`src/rtl/trt_pkg.sv`:
```
package trt_pkg;
   // index width for a ring of the given depth
   function automatic int idx_bits(input int depth);
      return (depth <= 2) ? 1 : $clog2(depth);
   endfunction
   // width able to hold the value depth itself
   function automatic int cnt_bits(input int depth);
      return $clog2(depth + 1);
   endfunction
endpackage

```
`src/rtl/trt_slot_map.sv`:
```
module trt_slot_map #(
   parameter int DEPTH  = 16,
   parameter int IDX_W  = 4,
   parameter int SLOT_W = 4
) (
   input  logic              clk,
   input  logic              rst_n,
   input  logic              wr_en,
   input  logic [IDX_W-1:0]  wr_idx,
   input  logic [SLOT_W-1:0] wr_slot,
   input  logic [IDX_W-1:0]  rd_idx,
   output logic              rd_valid,
   output logic [SLOT_W-1:0] rd_slot
);
   logic [DEPTH-1:0]  vld_q;
   logic [SLOT_W-1:0] slot_q [DEPTH];

   for (genvar e = 0; e < DEPTH; e++) begin : g_ent
      always_ff @(posedge clk) begin
         if (!rst_n)
            vld_q[e] <= 1'b0;
         else if (wr_en && wr_idx == IDX_W'(e))
            vld_q[e] <= 1'b1;
      end
      always_ff @(posedge clk) begin
         if (wr_en && wr_idx == IDX_W'(e))
            slot_q[e] <= wr_slot;
      end
   end

   assign rd_valid = vld_q[rd_idx];
   assign rd_slot  = slot_q[rd_idx];

   AST_MAP_MARKED: assert property (@(posedge clk) disable iff (!rst_n)
      wr_en |=> vld_q[$past(wr_idx)]);
endmodule

```
`src/rtl/trt_credit.sv`:
```
module trt_credit #(
   parameter int DEPTH = 16,
   parameter int CNT_W = 5
) (
   input  logic             clk,
   input  logic             rst_n,
   input  logic             take_req,
   input  logic [CNT_W-1:0] take_cnt,
   input  logic             give_en,
   input  logic [CNT_W-1:0] give_cnt,
   output logic             grant,
   output logic [CNT_W-1:0] credit
);
   logic [CNT_W-1:0] credit_q;

   assign grant  = take_req && (take_cnt != '0) && (take_cnt <= credit_q);
   assign credit = credit_q;

   always_ff @(posedge clk) begin
      if (!rst_n)
         credit_q <= CNT_W'(DEPTH);
      else
         credit_q <= credit_q - (grant ? take_cnt : '0) + (give_en ? give_cnt : '0);
   end

   AST_CREDIT_LIMIT: assert property (@(posedge clk) disable iff (!rst_n)
      credit_q <= CNT_W'(DEPTH));
   AST_CREDIT_TAKEN: assert property (@(posedge clk) disable iff (!rst_n)
      (grant && !give_en) |=> credit_q == $past(credit_q) - $past(take_cnt));
endmodule

```
`src/rtl/trt_txn_queue.sv`:
```
module trt_txn_queue #(
   parameter int DEPTH = 16,
   parameter int IDX_W = 4,
   parameter int TAG_W = 8,
   parameter int CNT_W = 5
) (
   input  logic             clk,
   input  logic             rst_n,
   input  logic             push,
   input  logic [TAG_W-1:0] push_tag,
   input  logic [CNT_W-1:0] push_cnt,
   input  logic [IDX_W-1:0] push_last,
   output logic [IDX_W-1:0] tail_slot,
   input  logic [IDX_W-1:0] probe_slot,
   input  logic [IDX_W-1:0] probe_idx,
   output logic             probe_hit,
   input  logic             retire,
   input  logic             cancel,
   output logic             pend_any,
   input  logic             pop,
   output logic             head_valid,
   output logic [TAG_W-1:0] head_tag,
   output logic [CNT_W-1:0] head_cnt,
   output logic             head_canc
);
   localparam int PTR_W = IDX_W + 1;

   logic [PTR_W-1:0] head_p, done_p, tail_p, pend_n;
   logic [IDX_W-1:0] off;
   logic [TAG_W-1:0] tag_q  [DEPTH];
   logic [CNT_W-1:0] cnt_q  [DEPTH];
   logic [IDX_W-1:0] last_q [DEPTH];
   logic [DEPTH-1:0] canc_q;

   assign tail_slot  = tail_p[IDX_W-1:0];
   assign pend_n     = tail_p - done_p;
   assign pend_any   = (pend_n != '0);
   assign off        = probe_slot - done_p[IDX_W-1:0];
   assign probe_hit  = ({1'b0, off} < pend_n) && (last_q[probe_slot] == probe_idx);
   assign head_valid = (head_p != done_p);
   assign head_tag   = tag_q[head_p[IDX_W-1:0]];
   assign head_cnt   = cnt_q[head_p[IDX_W-1:0]];
   assign head_canc  = canc_q[head_p[IDX_W-1:0]];

   always_ff @(posedge clk) begin
      if (!rst_n) begin
         head_p <= '0;
         done_p <= '0;
         tail_p <= '0;
      end else begin
         head_p <= head_p + PTR_W'(pop && head_valid);
         tail_p <= tail_p + PTR_W'(push);
         if (cancel)
            done_p <= tail_p;
         else if (retire)
            done_p <= done_p + PTR_W'(off) + PTR_W'(1);
      end
   end

   for (genvar s = 0; s < DEPTH; s++) begin : g_slot
      logic [IDX_W-1:0] rel;
      logic             in_pend, wr_here;
      assign rel     = IDX_W'(s) - done_p[IDX_W-1:0];
      assign in_pend = ({1'b0, rel} < pend_n);
      assign wr_here = push && (tail_p[IDX_W-1:0] == IDX_W'(s));
      always_ff @(posedge clk) begin
         if (!rst_n)
            canc_q[s] <= 1'b0;
         else if (wr_here)
            canc_q[s] <= 1'b0;
         else if (cancel && in_pend)
            canc_q[s] <= 1'b1;
      end
      always_ff @(posedge clk) begin
         if (wr_here) begin
            tag_q[s]  <= push_tag;
            cnt_q[s]  <= push_cnt;
            last_q[s] <= push_last;
         end
      end
   end

   AST_HEAD_HOLD: assert property (@(posedge clk) disable iff (!rst_n)
      (head_valid && !pop) |=> head_valid && $stable(head_tag) && $stable(head_cnt));
   AST_DONE_INSIDE: assert property (@(posedge clk) disable iff (!rst_n)
      (done_p - head_p) <= (tail_p - head_p));
   AST_FLUSH_EMPTIES: assert property (@(posedge clk) disable iff (!rst_n)
      (cancel && !push) |=> !pend_any);
   AST_NO_OVERFILL: assert property (@(posedge clk) disable iff (!rst_n)
      (tail_p - head_p) <= PTR_W'(DEPTH));
endmodule

```
`src/rtl/txn_retire_tracker.sv`:
```
module txn_retire_tracker #(
   parameter  int RING_DEPTH = 16,
   parameter  int TAG_W      = 8,
   localparam int IDX_W      = trt_pkg::idx_bits(RING_DEPTH),
   localparam int CNT_W      = trt_pkg::cnt_bits(RING_DEPTH)
) (
   input  logic             clk,
   input  logic             rst_n,
   input  logic             commit_valid,
   input  logic [CNT_W-1:0] commit_count,
   input  logic [TAG_W-1:0] commit_tag,
   output logic             commit_grant,
   output logic [CNT_W-1:0] credit_avail,
   input  logic             cpl_valid,
   input  logic [IDX_W-1:0] cpl_index,
   output logic             cpl_err,
   input  logic             cancel_req,
   output logic             cancel_notify,
   output logic             done_valid,
   input  logic             done_ready,
   output logic [TAG_W-1:0] done_tag,
   output logic [CNT_W-1:0] done_count,
   output logic             done_cancelled
);
   initial begin : elab_chk
      assert (RING_DEPTH >= 2 && (RING_DEPTH & (RING_DEPTH - 1)) == 0)
         else $error("RING_DEPTH must be a power of two of at least 2");
      assert (TAG_W >= 1) else $error("TAG_W must be positive");
   end

   logic [IDX_W-1:0] wr_idx_q, last_idx, tail_slot, map_slot;
   logic             map_valid, probe_hit, pend_any, retire, pop, err_q, notify_q;

   assign last_idx = wr_idx_q + IDX_W'(commit_count) - IDX_W'(1);
   assign retire   = cpl_valid && !cancel_req && map_valid && probe_hit;
   assign pop      = done_valid && done_ready;

   always_ff @(posedge clk) begin
      if (!rst_n) begin
         wr_idx_q <= '0;
         err_q    <= 1'b0;
         notify_q <= 1'b0;
      end else begin
         if (commit_grant)
            wr_idx_q <= last_idx + IDX_W'(1);
         err_q    <= cpl_valid && !cancel_req && !(map_valid && probe_hit);
         notify_q <= cancel_req && pend_any;
      end
   end

   assign cpl_err       = err_q;
   assign cancel_notify = notify_q;

   trt_credit #(.DEPTH(RING_DEPTH), .CNT_W(CNT_W)) u_credit (
      .clk(clk), .rst_n(rst_n),
      .take_req(commit_valid), .take_cnt(commit_count),
      .give_en(pop), .give_cnt(done_count),
      .grant(commit_grant), .credit(credit_avail));

   trt_slot_map #(.DEPTH(RING_DEPTH), .IDX_W(IDX_W), .SLOT_W(IDX_W)) u_map (
      .clk(clk), .rst_n(rst_n),
      .wr_en(commit_grant), .wr_idx(last_idx), .wr_slot(tail_slot),
      .rd_idx(cpl_index), .rd_valid(map_valid), .rd_slot(map_slot));

   trt_txn_queue #(.DEPTH(RING_DEPTH), .IDX_W(IDX_W), .TAG_W(TAG_W), .CNT_W(CNT_W)) u_queue (
      .clk(clk), .rst_n(rst_n),
      .push(commit_grant), .push_tag(commit_tag), .push_cnt(commit_count),
      .push_last(last_idx), .tail_slot(tail_slot),
      .probe_slot(map_slot), .probe_idx(cpl_index), .probe_hit(probe_hit),
      .retire(retire), .cancel(cancel_req), .pend_any(pend_any),
      .pop(pop), .head_valid(done_valid), .head_tag(done_tag),
      .head_cnt(done_count), .head_canc(done_cancelled));

   AST_NOTIFY_CAUSE: assert property (@(posedge clk) disable iff (!rst_n)
      cancel_notify |-> $past(cancel_req));
   AST_ERR_CAUSE: assert property (@(posedge clk) disable iff (!rst_n)
      cpl_err |-> $past(cpl_valid) && !$past(cancel_req));
   AST_ERR_NO_RETIRE: assert property (@(posedge clk) disable iff (!rst_n)
      (cpl_valid && !cancel_req && !retire && !done_ready) |=> $stable(done_valid) || $past(done_valid));
endmodule

```
`config.mk`:
```
export PLATFORM = sky130hd
export DESIGN_NAME = txn_retire_tracker
export DESIGN_NICKNAME = d
export VERILOG_FILES = /design/src/rtl/trt_pkg.sv /design/src/rtl/trt_slot_map.sv /design/src/rtl/trt_credit.sv /design/src/rtl/trt_txn_queue.sv /design/src/rtl/txn_retire_tracker.sv
export SDC_FILE = /design/constraint.sdc
export NUM_CORES = 1
export LEC_CHECK = 0
export BUFFER_PORTS_ARGS = -buffer_cell sky130_fd_sc_hd__buf_2
export CORE_MARGIN = 5
export CORE_UTILIZATION = 45
export DETAILED_ROUTE_END_ITERATION = 8
export PLACE_DENSITY = 0.67
export SLEW_MARGIN = 30
export SYNTH_ARGS = -nofsm -noshare
export SYNTH_HDL_FRONTEND = slang
export SYNTH_SLANG_ARGS = --single-unit
```
`constraint.sdc`:
```
create_clock -name clk -period 5.8 [get_ports clk]
set_input_delay 0.58 -clock clk [delete_from_list [all_inputs] [get_ports clk]]
set_output_delay 0.58 -clock clk [all_outputs]
set_load 0.1 [all_outputs]
```
Word level (Yosys, flattened, before mapping)
Memories as Yosys holds them, arrays and structs flattened. A register that Yosys moved wholly into a read port is not among the register bits.
Index checks and enable logic that the tools add are counted.
{"block": "totals", "out_inout_bits": 23, "in_bits": 23, "ramBits": 336, "register_bits": 58, "mem_count": 4}
{"block": "op_classes", "n_eq_ne": 32, "reduce_logical": 142, "add_sub_neg": 27, "bitwise_logic": 1, "n_mux": 254, "order_cmp": 20}
{"name": "u_queue.tag_q", "words": 16, "word_bits": 8, "rd": 1, "rd_clocked_by_memory_dff": 1, "write_ports": 1, "line": "trt_txn_queue.sv:30", "source": "logic [TAG_W-1:0] tag_q [DEPTH];"}
{"name": "u_queue.cnt_q", "words": 16, "word_bits": 5, "rd": 1, "rd_clocked_by_memory_dff": 1, "write_ports": 1, "line": "trt_txn_queue.sv:31", "source": "logic [CNT_W-1:0] cnt_q [DEPTH];"}
{"name": "u_map.slot_q", "words": 16, "word_bits": 4, "rd": 1, "rd_clocked_by_memory_dff": 0, "write_ports": 1, "line": "trt_slot_map.sv:16", "source": "logic [SLOT_W-1:0] slot_q [DEPTH];"}
{"name": "u_queue.last_q", "words": 16, "word_bits": 4, "rd": 1, "rd_clocked_by_memory_dff": 0, "write_ports": 1, "line": "trt_txn_queue.sv:32", "source": "logic [IDX_W-1:0] last_q [DEPTH];"}
{"cell": "$mux W4", "n": 92}
{"cell": "$mux W1", "n": 126}
{"cell": "$mux W8", "n": 15}
{"cell": "$reduce_or A4 Y1", "n": 30}
{"cell": "$reduce_or A8 Y1", "n": 15}
{"cell": "$mux W5", "n": 19}
{"cell": "$lt A4 B5 Y1", "n": 17}
{"cell": "$reduce_or A5 Y1", "n": 15}
{"cell": "$eq A4 B4 Y1 const B", "n": 16}
{"cell": "$logic_and A1 B1 Y1", "n": 59}
{"cell": "$eq A4 B3 Y1 const B", "n": 8}
{"cell": "$reduce_or A2 Y1", "n": 16}
{"cell": "$sub A4 B4 Y4 const A", "n": 8}
{"cell": "$eq A4 B2 Y1 const B", "n": 4}
{"cell": "$sub A3 B4 Y4 const A", "n": 4}
{"cell": "$add A5 B1 Y5", "n": 2}
{"cell": "$lt A4 B5 Y1 const B", "n": 2}
{"cell": "$reduce_bool A5 Y1", "n": 2}
{"cell": "$sub A5 B5 Y5", "n": 2}
{"cell": "$bmux W1 S4", "n": 2}
{"cell": "$eq A4 B1 Y1 const B", "n": 2}
{"cell": "$logic_not A4 Y1", "n": 2}
{"cell": "$sub A1 B4 Y4 const A", "n": 2}
{"cell": "$sub A2 B4 Y4 const A", "n": 2}
{"cell": "13 further kinds", "n": 14}

Logic depth before layout (Yosys ltp)
Gate-level depths: netlist (run 1).
{"block": "logic_depth", "word_depth": 22, "ltp_mapped": 20, "mapped_depth_nobuf": 19}

Modules after synthesis
A second synthesis (run 1) with hierarchy kept.
{"block": "unflattened", "hier_cells": 979, "hier_area_um2": 16883.7}
{"mod": "trt_txn_queue", "cells_each": 697, "instances": 1, "area_each_um2": 12826.1, "seq_area_each_um2": 8788.4}
{"mod": "trt_slot_map", "cells_each": 168, "instances": 1, "area_each_um2": 3079.2, "seq_area_each_um2": 2242.2}
{"mod": "trt_credit", "cells_each": 70, "instances": 1, "area_each_um2": 579.3, "seq_area_each_um2": 100.1}
{"mod": "txn_retire_tracker", "cells_each": 44, "instances": 1, "area_each_um2": 399.1, "seq_area_each_um2": 120.1}

Worst setup path before layout (run 1)
Ideal clock, no wire load.
{"block": "synth_timing", "path_type": "reg2reg", "startpoint": "register u_credit.credit_q[1] (netlist: u_credit.credit[1])", "endpoint": "memory u_queue.cnt_q[2][0] (enable)", "synth_period_minus_slack_ps": 5564, "path_stages_with_launch": 14, "setup_ps": 415, "setup_slack_ps": 236, "required_time_ps": 5385, "t_arrival_ps": 5149, "path_cell_list": "dfxtp_1 > inv_1 > ha_1 > nor2b_1 > o21a_1 > o21ai_0 > nand2b_1 > a21oi_1 > o21a_1 > o21ai_1 > inv_1 > clkbuf_1 > nand3_1 > nor3_1"}
{"block": "synth_between", "elab_cells_between_ends": 95, "classes_between": "1 x order compare; 62 x mux; 32 x reduce/logical"}
{"item": "start: declaration", "line": "trt_credit.sv:14", "source": "logic [CNT_W-1:0] credit_q;"}
{"item": "start signal: assignment", "line": "trt_credit.sv:21", "source": "credit_q <= CNT_W'(DEPTH);"}
{"item": "start signal: assignment", "line": "trt_credit.sv:23", "source": "credit_q <= credit_q - (grant ? take_cnt : '0) + (give_en ? give_cnt : '0);"}
{"item": "$le A5 B5 Y1 (*)", "line": "trt_credit.sv:16", "source": "assign grant = take_req && (take_cnt != '0) && (take_cnt <= credit_q);"}
{"item": "$logic_and A1 B1 Y1 (*)", "line": "trt_credit.sv:16"}
{"item": "named net commit_grant", "line": "txn_retire_tracker.sv:12", "source": "output logic commit_grant,"}
{"item": "$logic_and A1 B1 Y1 (*)", "line": "trt_txn_queue.sv:65", "source": "assign wr_here = push && (tail_p[IDX_W-1:0] == IDX_W'(s));"}
{"item": "named net u_queue.g_slot[2].wr_here", "line": "trt_txn_queue.sv:62", "source": "logic in_pend, wr_here;"}
{"item": "$mux W1 (*)", "line": "trt_txn_queue.sv:75", "source": "if (wr_here) begin"}
{"item": "$mux W1 (not written as such) (*)", "line": "trt_txn_queue.sv:77", "source": "cnt_q[s] <= push_cnt;"}
{"item": "$reduce_or A5 Y1 (no source line)"}
{"item": "$mux W4 (no source line) / $mux W1 (equally long branches) (14 in a row)"}
{"item": "end: declaration", "line": "trt_txn_queue.sv:31"}
The timed path passes the listed nets; every way through them passes the cells marked *.

Final worst setup path (run 1)
{"block": "layout_timing", "startpoint": "input port cpl_index[0]", "endpoint": "register u_queue.done_p[0]"}
{"block": "layout_between", "elab_chain_cells": 6, "elab_cells_between_ends": 15, "classes_between": "3 x add/sub; 1 x order compare; 1 x eq/ne; 4 x mux; 4 x reduce/logical; 2 x memory"}
{"item": "start: declaration", "line": "txn_retire_tracker.sv:15", "source": "input logic [IDX_W-1:0] cpl_index,"}
{"item": "$mem_v2 Z16 W4"}
{"item": "$sub A4 B4 Y4 / $mem_v2 Z16 W4 (equally long branches)"}
{"item": "$add A5 B4 Y5, or another cell as far along", "line": "trt_txn_queue.sv:56", "source": "done_p <= done_p + PTR_W'(off) + PTR_W'(1);"}
{"item": "$add A5 B1 Y5 / $logic_and A1 B1 Y1 (equally long branches)", "line": "trt_txn_queue.sv:56, trt_txn_queue.sv:39"}
{"item": "$mux W5 / $logic_and A1 B1 Y1 (equally long branches)", "line": "trt_txn_queue.sv:55, txn_retire_tracker.sv:35"}
{"item": "$mux W5 / $reduce_bool A2 Y1 (equally long branches)"}
{"item": "end signal: assignment", "line": "trt_txn_queue.sv:54", "source": "done_p <= tail_p;"}
{"item": "end signal: assignment", "line": "trt_txn_queue.sv:56"}
{"item": "end: declaration", "line": "trt_txn_queue.sv:28", "source": "logic [PTR_W-1:0] head_p, done_p, tail_p, pend_n;"}
Several ways; a longest one is shown, not always the timed one. The select of a mux whose other input is x is not followed.
A chain may end at the register's enable or synchronous reset.

==> results.py, run 1 <==
metrics = {
    "power": {
        "seq_power_share_pct": 42.3,
        "power.switching_mw": 2.62,
        "cellLeakagePower_nw": 7.20,
        "p_sw_share_pct": 31.9,
        "p_int_mw": 5.61,
        "vdd_drop_max_uv": 256,
        "pwr_density_cell_nw_per_um2": 410,
        "p_clk_share_pct": 31.4,
        "power_mw": 8.24,
        "comb_power_share_pct": 26.2,
    },
    "critical_path": {
        "crit_fanout": 17,
        "critical_path.endpoint_type": "flip-flop",
        "worstPathArrival_ns": 4.92,
        "path_class": "input port to flip-flop",
        "cp.required_ns": 6.29,
        "startpoint_type": "input port",
    },
    "clocking": {
        "cts_setup_buffers": 0,
        "cts_hold_repair.buffers": 0,
        "numCtsBuffers": 42,
        "cts-htree-levels": 2,
        "clock_latency_ns": 0.57,
        "clock_sinks": 394,
        "cts_tree": "yes",
        "root_buffer": "clkbuf_16",
        "cts.clk_slew.worst_paths_ns": 0.06,
        "clock_tree.buffer_depth": 3,
        "ctsResizeCount": 0,
    },
    "floorplanning": {
        "die_h_um": 208,
        "pin_count": 46,
        "rows": 72,
        "die_w_um": 208,
        "initial_utilization_pct": 45.6,
        "die-area_um2": 43300,
        "core_area_um2": 38700,
    },
    "placement": {
        "placed_area_um2": 18700,
        "io_buffers": 45,
        "place_congestion": 0.840,
        "post-dp-hpwl_mm": 24.7,
    },
    "grt": {
        "grt_pass1_wl_mm": 59.9,
        "grt_overflow_total": 0,
        "grt.total_usage_pct": 18.0,
        "antenna_found_initial": 1,
        "grt_max_degree": 60,
        "first_global_vias": 9756,
    },
    "timing": {
        "setup_viol": 0,
        "relSlewSlack_pct": 36.6,
        "fin_tns_setup_ns": 0,
        "period_needed_ns": 4.43,
        "hold_violations": 0,
        "max_freq_mhz": 226,
        "finalCritPeriodShare_pct": 76.3,
        "maxSlewViolCount": 0,
        "whs_ns": 0.250,
        "clock_skew_ns": 0.0374,
        "rsz0062_at_grt": "false",
        "tightest_slew_ns": 0.950,
    },
    "logic_synthesis": {
        "ys_types": 58,
        "yosys-top-cells-area": "edfxtp_1, mux4_2, dfxtp_1",
        "synth_ff_type": "edfxtp_1",
        "ys_seq_elements": 394,
        "syn_area_per_cell_um2": 15.7,
        "synthesis.nets": 1227,
        "yosysTopAreaCell": "edfxtp_1",
        "synth-edff-count": 336,
        "yosysSeqAreaShare_pct": 63.7,
        "ys_async_sr_fraction_pct": 0,
        "syn_area_um2": 17700,
        "synth_top_area_share_pct": 57.1,
        "synth_warnings": 0,
        "syn_inst": 1124,
    },
    "routing": {
        "vias_per_cell": 5.59,
        "post_drt_wl_per_cell_um": 22.3,
        "drt_iter0_markers": 854,
        "drc": 0,
        "drt_wl_total_mm": 39.1,
        "num_vias": 9792,
        "drtPass1Iterations": 5,
        "ant_nets": 0,
    },
    "layout": {
        "area_growth_pct": 13.6,
        "final_common_cell": "edfxtp_1",
        "fin_nets": 1307,
        "drive_gt1_share_pct": 21.5,
        "antenna-diode-count": 0,
        "finish.utilization_pct": 51.8,
        "layout_common_cells": "edfxtp_1, mux4_2, ha_1",
        "fin_area_um2": 20100,
    },
    "job": {
        "max_cap_violations": 0,
    },
    "hold_path": {
        "hold_class": "input port to flip-flop",
    },
    "status": {
        "status": "complete, no violations",
    },
}
## cell families after synthesis
family                     share of synthesized area, %
muxes                                              13.8
xor gates and xnor gates                           2.08
and+or+nand+nor                                    6.92
DFF                                                63.7
adders and majority gates                          6.00
buffers and inverters                              2.57
AOI/OAI and AO/OA                                  4.98
## cells in the mapped netlist (4+ instances only)
library cell	n
edfxtp_1	336
mux4_2	86
nor2_1	76
ha_1	72
dfxtp_1	58
inv_1	55
nand2_1	44
mux2i_1	40
clkbuf_1	37
o21ai_0	27
xnor2_1	27
a21oi_1	25
a21o_1	21
nor4_1	21
and2_1	19
nand3_1	19
o21a_1	19
xor2_1	15
and3b_1	11
nor3b_1	11
a211oi_1	8
a22oi_1	8
buf_1	8
fa_1	8
and3_1	7
nand2b_1	6
nor2b_1	5
nor3_1	5
a31oi_1	4
nand4_1	4
o311ai_0	4
## registers in the layout, summed over array words and instances (netlist names), 16 cells and up
register,flops
u_queue.tag_q,128
u_queue.canc_q,16
u_queue.last_q,64
u_map.slot_q,64
u_queue.cnt_q,80
u_map.vld_q,16
## routing by layer
metal	part of all wire, %	global-route usage [%]	routed length (um)	up-vias
met2	47	28.4	18500	301
met4	1.6	4.46	639	2
met3	6.7	3.52	2610	47
met1	44	26.2	17300	4946
met5	0.028	0	11	-
li1	-	-	-	4496
## path summary, 6_finish.rpt
kind	cells after the start	slack [ns]	end	start
max	16	1.37	u_queue.done_p[0]$_SDFFE_PN0P_	cpl_index[0]
min	2	0.25	cpl_err$_SDFF_PN0_	cpl_valid
max reg2reg	14	1.44	u_queue.done_p[0]$_SDFFE_PN0P_	u_queue.tail_p[0]$_SDFF_PN0_
min reg2reg	1	0.46	u_map.vld_q[14]$_SDFFE_PN0P_	u_map.vld_q[14]$_SDFFE_PN0P_
## critical path: stages
cell and delay (ns):
buf_2 0.42, buf_4 0.27, mux4_2 0.56, a221oi_4 0.46, inv_4 0.14, ha_1 0.30
a21o_1 0.16, a21oi_1 0.16, xnor2_1 0.10, xnor2_1 0.24, ha_1 0.28, a21oi_1 0.12
o21ai_0 0.13, or3_4 0.37, or4_1 0.47, a31oi_1 0.16
## power groups by stage
stage | registers, mW | clock network [mW] | logic (mW)
floorplan | 3.59 | 0 | 1.56
global placement | 3.54 | 0 | 2.12
detailed placement | 3.55 | 0 | 2.16
CTS | 3.49 | 2.65 | 2.17
global route | 3.51 | 2.77 | 2.37
finish | 3.48 | 2.59 | 2.16
## stage by stage
stage          cells  setup WS, ns
2_1_floorplan   1124         0.236
3_3_place_gp    1678         0.860
3_5_place_dp    1678         0.788
4_1_cts         1753          1.39
5_1_grt         1753          1.10
6_report        1753          1.37
## layout make-up
class | count | area (um^2)
fillers | 3193 | 18700
flip-flops and latches | 394 | 11300
well taps | 518 | 648
inverters | 57 | 216
clock buffers | 55 | 1120
repair buffers | 88 | 551
multi-input cells | 621 | 6070
clock inverters | 20 | 216
Power figures use the tool's default switching activity.
==> run 2: changes to the inputs <==
ABC_AREA = 1   (was not set)
clock period = 4.3 ns   (was 5.8 ns; I/O delays follow)
==> run 2 against run 1 <==
Compared with the run above:
- global-route usage up 2.0 points
- first-iteration DRC count up 45%
- total power up 59%
- register-to-register slack worse by 0.88 ns
- worst hold slack worse by 0.060 ns
- sequential power up 38%
- clock-buffer cell count up 4
- clock power up 36%
- non-clock buffer count up 13
- critical path depth down 8
- critical path type is now flip-flop to output pin
==> results.py, run 2 <==
metrics = {
    "logic_synthesis": {
        "syn_area_per_cell_um2": 11.0,
        "ys_async_sr_fraction_pct": 0,
        "synth.most_common_cell": "edfxtp_1",
        "synth_top_area_share_pct": 56.7,
        "yosysTopAreaCell": "edfxtp_1",
        "synth_common_cells": "edfxtp_1, nor2_1, nand2_1",
        "ys_seq_elements": 394,
        "synth_ff_type": "edfxtp_1",
        "yosysSeqAreaShare_pct": 63.3,
        "syn_inst": 1615,
        "synth-edff-count": 336,
        "ys_types": 46,
        "synthesis.nets": 1718,
        "yosys-top-cells-area": "edfxtp_1, dfxtp_1, ha_1",
        "syn_area_um2": 17800,
        "synth_warnings": 0,
    },
    "layout": {
        "finish.utilization_pct": 51.7,
        "largest_reg_flops": 128,
        "top_register": "u_queue.tag_q",
        "layout_common_cells": "edfxtp_1, nor2_1, nand2_1",
        "fillers": 3406,
        "final_cells": 2233,
        "final_common_cell": "edfxtp_1",
        "fin_nets": 1784,
        "drive_gt1_share_pct": 12.1,
        "area_growth_pct": 13.2,
        "fin_area_um2": 20100,
        "top_regs": "u_queue.tag_q: 128 flops, u_queue.cnt_q: 80 flops",
        "antenna-diode-count": 0,
    },
    "clocking": {
        "cts.clk_slew.worst_paths_ns": 0.06,
        "cts_tree": "yes",
        "cts_setup_buffers": 0,
        "cts-htree-levels": 2,
        "clock_latency_ns": 0.56,
        "root_buffer": "clkbuf_16",
        "clock_sinks": 394,
        "numCtsBuffers": 42,
        "clock_tree.buffer_depth": 3,
        "ctsResizeCount": 0,
        "cts_hold_repair.buffers": 0,
    },
    "grt": {
        "first_global_vias": 12100,
        "grt_overflow_total": 0,
        "grt_pass1_wl_mm": 69.3,
        "grt_max_degree": 82,
        "grt.total_usage_pct": 20.0,
        "antenna_found_initial": 0,
    },
    "timing": {
        "relSlewSlack_pct": 44.8,
        "maxSlewViolCount": 0,
        "hold_violations": 0,
        "finalCritPeriodShare_pct": 89.7,
        "rsz0062_at_grt": "false",
        "max_freq_mhz": 259,
        "clock_skew_ns": 0.0255,
        "period_needed_ns": 3.86,
        "setup_viol": 0,
        "tightest_slew_ns": 0.829,
        "fin_tns_setup_ns": 0,
    },
    "job": {
        "max_cap_violations": 0,
    },
    "routing": {
        "num_vias": 12500,
        "drtPass1Iterations": 5,
        "drc": 0,
        "vias_per_cell": 5.61,
        "drt_wl_total_mm": 44.8,
        "ant_nets": 0,
        "post_drt_wl_per_cell_um": 20.0,
        "drt_iter0_markers": 1235,
    },
    "power": {
        "cellLeakagePower_nw": 7.57,
        "vdd_drop_max_uv": 625,
        "pwr_density_cell_nw_per_um2": 651,
    },
    "placement": {
        "io_buffers": 45,
        "place_congestion": 0.867,
        "placed_area_um2": 18800,
        "post-dp-hpwl_mm": 27.5,
        "placedCellCount": 2155,
    },
    "hold_path": {
        "min_from": "cpl_valid",
        "hold_class": "input port to flip-flop",
        "hold_depth": 3,
        "hold_end": "cpl_err$_SDFF_PN0_",
    },
    "floorplanning": {
        "die_w_um": 209,
        "die_h_um": 209,
        "rows": 72,
        "die-area_um2": 43600,
        "pin_count": 46,
        "core_area_um2": 38900,
        "initial_utilization_pct": 45.7,
    },
    "critical_path": {
        "path_buf_inv": 4,
        "cp_slowest_stage_delay_ns": 0.68,
        "crit_slowest_cell": "buf_4",
        "startpoint_type": "flip-flop",
        "cp.required_ns": 3.87,
        "worstPathArrival_ns": 3.43,
        "r2r_cells": 16,
        "path_class": "flip-flop to output pin",
        "reg2reg_from": "u_queue.head_p[1]$_SDFF_PN0_",
        "crit_family": "buffers and inverters",
        "r2r_setup_slack_ns": 0.56,
        "regToRegEndpoint": "u_credit.credit[4]$_SDFF_PN1_",
        "path_cells": "inv_2, buf_4, buf_4, o21ai_0, o221ai_1, nand3_1, nand3_1, buf_2",
        "crit_fanout": 79,
        "critical_path.endpoint_type": "output pin",
    },
    "status": {
        "status": "complete, no violations",
    },
}
==> run 2: cell count changes after synthesis, moves of 19 or more <==
cell,delta
nor2_1,+159
nand2_1,+147
o21ai_0,+126
nand3_1,+116
mux4_2,-86
inv_1,+63
mux2i_1,-40
o22ai_1,+31
a21oi_1,+30
o221ai_1,+29
nor4_1,-21
a21o_1,-19
==> run 2: power by group <==
group / leakage [nW] / internal (mW) / switching, mW
logic: 3.39 / 1.32 / 3.47
clock network: 0.641 / 2.03 / 1.49
registers: 3.54 / 4.62 / 0.181
==> run 2: cell families (layout without fill, tap and decap cells) <==
kind of cell | after synthesis | in the layout | share of synthesized area (%)
and+or+nand+nor | 600 | 600 | 14.5
xor gates and xnor gates | 30 | 30 | 1.48
buffers and inverters | 205 | 305 | 4.89
DFF | 394 | 394 | 63.3
adders and majority gates | 80 | 80 | 5.97
AOI/OAI and AO/OA | 306 | 306 | 9.89
==> run 2: layer usage <==
metal	up-vias	part of all wire, %	global-route usage (%)
li1	5837	-	-
met1	6145	42	27.9
met2	472	48	33.0
met3	81	6.9	2.64
met4	0	2.4	5.96
met5	-	0	0
==> run 2: worst max path at each step <==
stage	endpoint	slack, ns	cells after the start	from
6_report	done_tag[3]	0.44	8	u_queue.head_p[0]$_SDFF_PN0_
5_1_grt	done_tag[3]	0.30	8	u_queue.head_p[0]$_SDFF_PN0_
4_1_cts	done_tag[3]	0.43	8	u_queue.head_p[0]$_SDFF_PN0_
3_5_place_dp	u_queue.done_p[2]$_SDFFE_PN0P_	0.32	23	cpl_index[0]
3_3_place_gp	u_queue.done_p[0]$_SDFFE_PN0P_	0.44	23	cpl_index[0]
2_1_floorplan	u_credit.credit[4]$_SDFF_PN1_	0.06	17	u_queue.head_p[0]$_SDFF_PN0_
==> run 2: worst register-to-register path: cells and delay by family (launching register included) <==
| kind | cells | cell delay [ns] |
|---|---|---|
| fa+ha+maj | 2 | 0.81 |
| xor+xnor | 2 | 0.40 |
| flops | 1 | 0.38 |
| simple gates | 2 | 0.16 |
| compound gates | 7 | 1.05 |
| buf+inv | 3 | 0.86 |
==> run 2: cell type report <==
cell class | instances | area [um^2] | share of cell area [%]
tap | 518 | 648 | 3.22
timing repair buffer | 101 | 683 | 3.39
clock inverter | 19 | 221 | 1.10
clock buffer | 59 | 1120 | 5.59
sequential | 394 | 11300 | 55.9
inverter | 126 | 478 | 2.37
multi-input combinational | 1016 | 5720 | 28.4
==> run 2: stage by stage <==
stage	setup slack (ns)	hold WS, ns	total power [mW]
floorplan	0.0585	0.433	8.39
global placement	0.445	0.444	9.54
detailed placement	0.317	0.459	9.64
CTS	0.433	0.180	13.2
global route	0.298	0.197	13.9
finish	0.443	0.190	13.1
==> run 3: changes to the inputs <==
CELL_PAD_IN_SITES_DETAIL_PLACEMENT = 0   (was not set)
CELL_PAD_IN_SITES_GLOBAL_PLACEMENT = 1   (was not set)
CORE_ASPECT_RATIO = 0.8   (was not set)
CORE_UTILIZATION = 35   (was 45)
PLACE_DENSITY = 0.65   (was 0.67)
==> run 3 against run 2 <==
Compared with the run above:
- sequential share of layout area decreased by 0.84 points
- final cell count increased by 7.3%
- routed wire length increased by 11%
- non-clock buffer count increased by 8
- global-route usage decreased by 2.3 points
- via count decreased by 1.6%
- clock power increased by 3%
- register-to-register slack got worse by 0.06 ns
- largest power group is now combinational cells
==> results.py, run 3 (synthesis gave the netlist of run 2 again) <==
metrics = {
    "critical_path": {
        "cp-startpoint": "u_queue.head_p[0]$_SDFF_PN0_",
        "crit_slowest_cell": "buf_4",
        "reg2reg_from": "u_queue.head_p[0]$_SDFF_PN0_",
        "startpoint_type": "flip-flop",
        "crit_fanout": 58,
        "r2r_setup_slack_ns": 0.50,
        "cp_slowest_stage_delay_ns": 0.57,
        "path_class": "flip-flop to output pin",
        "worstPathArrival_ns": 3.54,
        "cp.required_ns": 3.87,
        "regToRegEndpoint": "u_credit.credit[4]$_SDFF_PN1_",
        "r2r_cells": 16,
        "path_cells": "inv_2, buf_4, buf_4, o21ai_0, o221ai_1, nand3_1, nand3_1, buf_2",
        "critical_path.endpoint_type": "output pin",
        "endpoint": "done_tag[5]",
    },
    "placement": {
        "io_buffers": 45,
        "post-dp-hpwl_mm": 31.5,
        "pre_cts_ws_ns": 0.386,
        "place_congestion": 0.843,
    },
    "layout": {
        "largest_reg_flops": 128,
        "top_regs": "u_queue.tag_q: 128 flops, u_queue.cnt_q: 80 flops",
        "fillers": 4799,
        "layout_common_cells": "edfxtp_1, nor2_1, nand2_1",
        "seq_area_um2": 11300,
        "final_common_cell": "edfxtp_1",
        "multi_input_area_um2": 5720,
        "area_growth_pct": 15.0,
        "fin_nets": 1792,
        "drive_gt1_share_pct": 12.7,
        "top_register": "u_queue.tag_q",
        "antenna-diode-count": 0,
    },
    "routing": {
        "drt_wl_total_mm": 49.6,
        "drc": 0,
        "num_vias": 12300,
        "vias_per_cell": 5.15,
        "ant_nets": 0,
        "drtPass1Iterations": 5,
        "post_drt_wl_per_cell_um": 20.7,
        "drt_iter0_markers": 960,
    },
    "clocking": {
        "cts.clk_slew.worst_paths_ns": 0.06,
        "numCtsBuffers": 42,
        "cts_tree": "yes",
        "ctsResizeCount": 0,
        "clock_sinks": 394,
        "clock_latency_ns": 0.58,
        "cts_setup_buffers": 0,
        "cts-htree-levels": 2,
        "clock_tree.buffer_depth": 3,
        "cts_hold_repair.buffers": 0,
        "root_buffer": "clkbuf_16",
    },
    "timing": {
        "rsz0062_at_grt": "false",
        "setup_viol": 0,
        "hold_violations": 0,
        "tightest_slew_ns": 0.938,
        "fin_tns_setup_ns": 0,
        "relSlewSlack_pct": 37.0,
        "maxSlewViolCount": 0,
        "worst_slack_ns": 0.330,
        "clock_skew_ns": 0.0203,
        "period_needed_ns": 3.97,
        "max_freq_mhz": 252,
        "finalCritPeriodShare_pct": 92.3,
        "whs_ns": 0.162,
    },
    "floorplanning": {
        "core_area_um2": 50000,
        "die_h_um": 212,
        "pin_count": 46,
        "die-area_um2": 55400,
        "die_w_um": 262,
        "rows": 73,
        "initial_utilization_pct": 35.6,
    },
    "power": {
        "vdd_drop_max_uv": 842,
        "cellLeakagePower_nw": 7.64,
        "power_mw": 13.3,
        "pwr_density_cell_nw_per_um2": 650,
    },
    "grt": {
        "antenna_found_initial": 0,
        "grt_max_degree": 68,
        "grt_overflow_total": 0,
        "grt_pass1_wl_mm": 74.9,
        "first_global_vias": 11900,
        "grt.total_usage_pct": 17.7,
    },
    "hold_path": {
        "hold_class": "input port to flip-flop",
        "hold_depth": 3,
    },
    "job": {
        "max_cap_violations": 0,
    },
    "status": {
        "status": "complete, no violations",
    },
}
[run 3: per-stage QoR]
stage | instance area [um^2] | utilization [%] | std cells
2_1_floorplan | 17800 | - | 1615
3_3_place_gp | 19100 | 38.2 | 2320
3_5_place_dp | 19100 | 38.2 | 2320
4_1_cts | 20400 | 40.9 | 2396
5_1_grt | 20400 | 40.9 | 2396
6_report | 20400 | 40.9 | 2396
[run 3: worst min path at each step]
stage	startpoint	endpoint	slack, ns
global placement	wr_idx_q[0]$_SDFFE_PN0P_	wr_idx_q[0]$_SDFFE_PN0P_	0.45
floorplan	wr_idx_q[0]$_SDFFE_PN0P_	wr_idx_q[0]$_SDFFE_PN0P_	0.43
detailed placement	wr_idx_q[0]$_SDFFE_PN0P_	wr_idx_q[0]$_SDFFE_PN0P_	0.45
finish	cpl_valid	cpl_err$_SDFF_PN0_	0.16
CTS	cpl_valid	cpl_err$_SDFF_PN0_	0.14
global route	cpl_valid	cpl_err$_SDFF_PN0_	0.14
[run 3: cell type report]
cell class	count	area share (%)
multi-input cells	1016	28.0
clock inverters	22	1.09
inverters	126	2.34
flip-flops and latches	394	55.1
repair buffers	109	3.82
clock buffers	54	5.56
well taps	675	4.13
[run 3: metal layers]
metal	track usage [%]	up-vias	wire length, um
met5	0	-	0
met1	26.7	6094	23900
met2	26.5	331	21900
met3	3.39	56	2920
met4	4.04	0	910
li1	-	5855	-
[run 3: critical path, delay by kind of cell (launching register included)]
kind | cells | cell delay, ns
AOI/OAI and AO/OA | 2 | 0.37
buffers and inverters | 4 | 1.77
DFF | 1 | 0.44
and+or+nand+nor | 2 | 0.33
[run 3: power by group]
| group | internal (mW) | switching [mW] |
|---|---|---|
| combinational | 1.34 | 3.53 |
| sequential | 4.62 | 0.160 |
| clock | 2.11 | 1.53 |
| total | 8.07 | 5.21 |
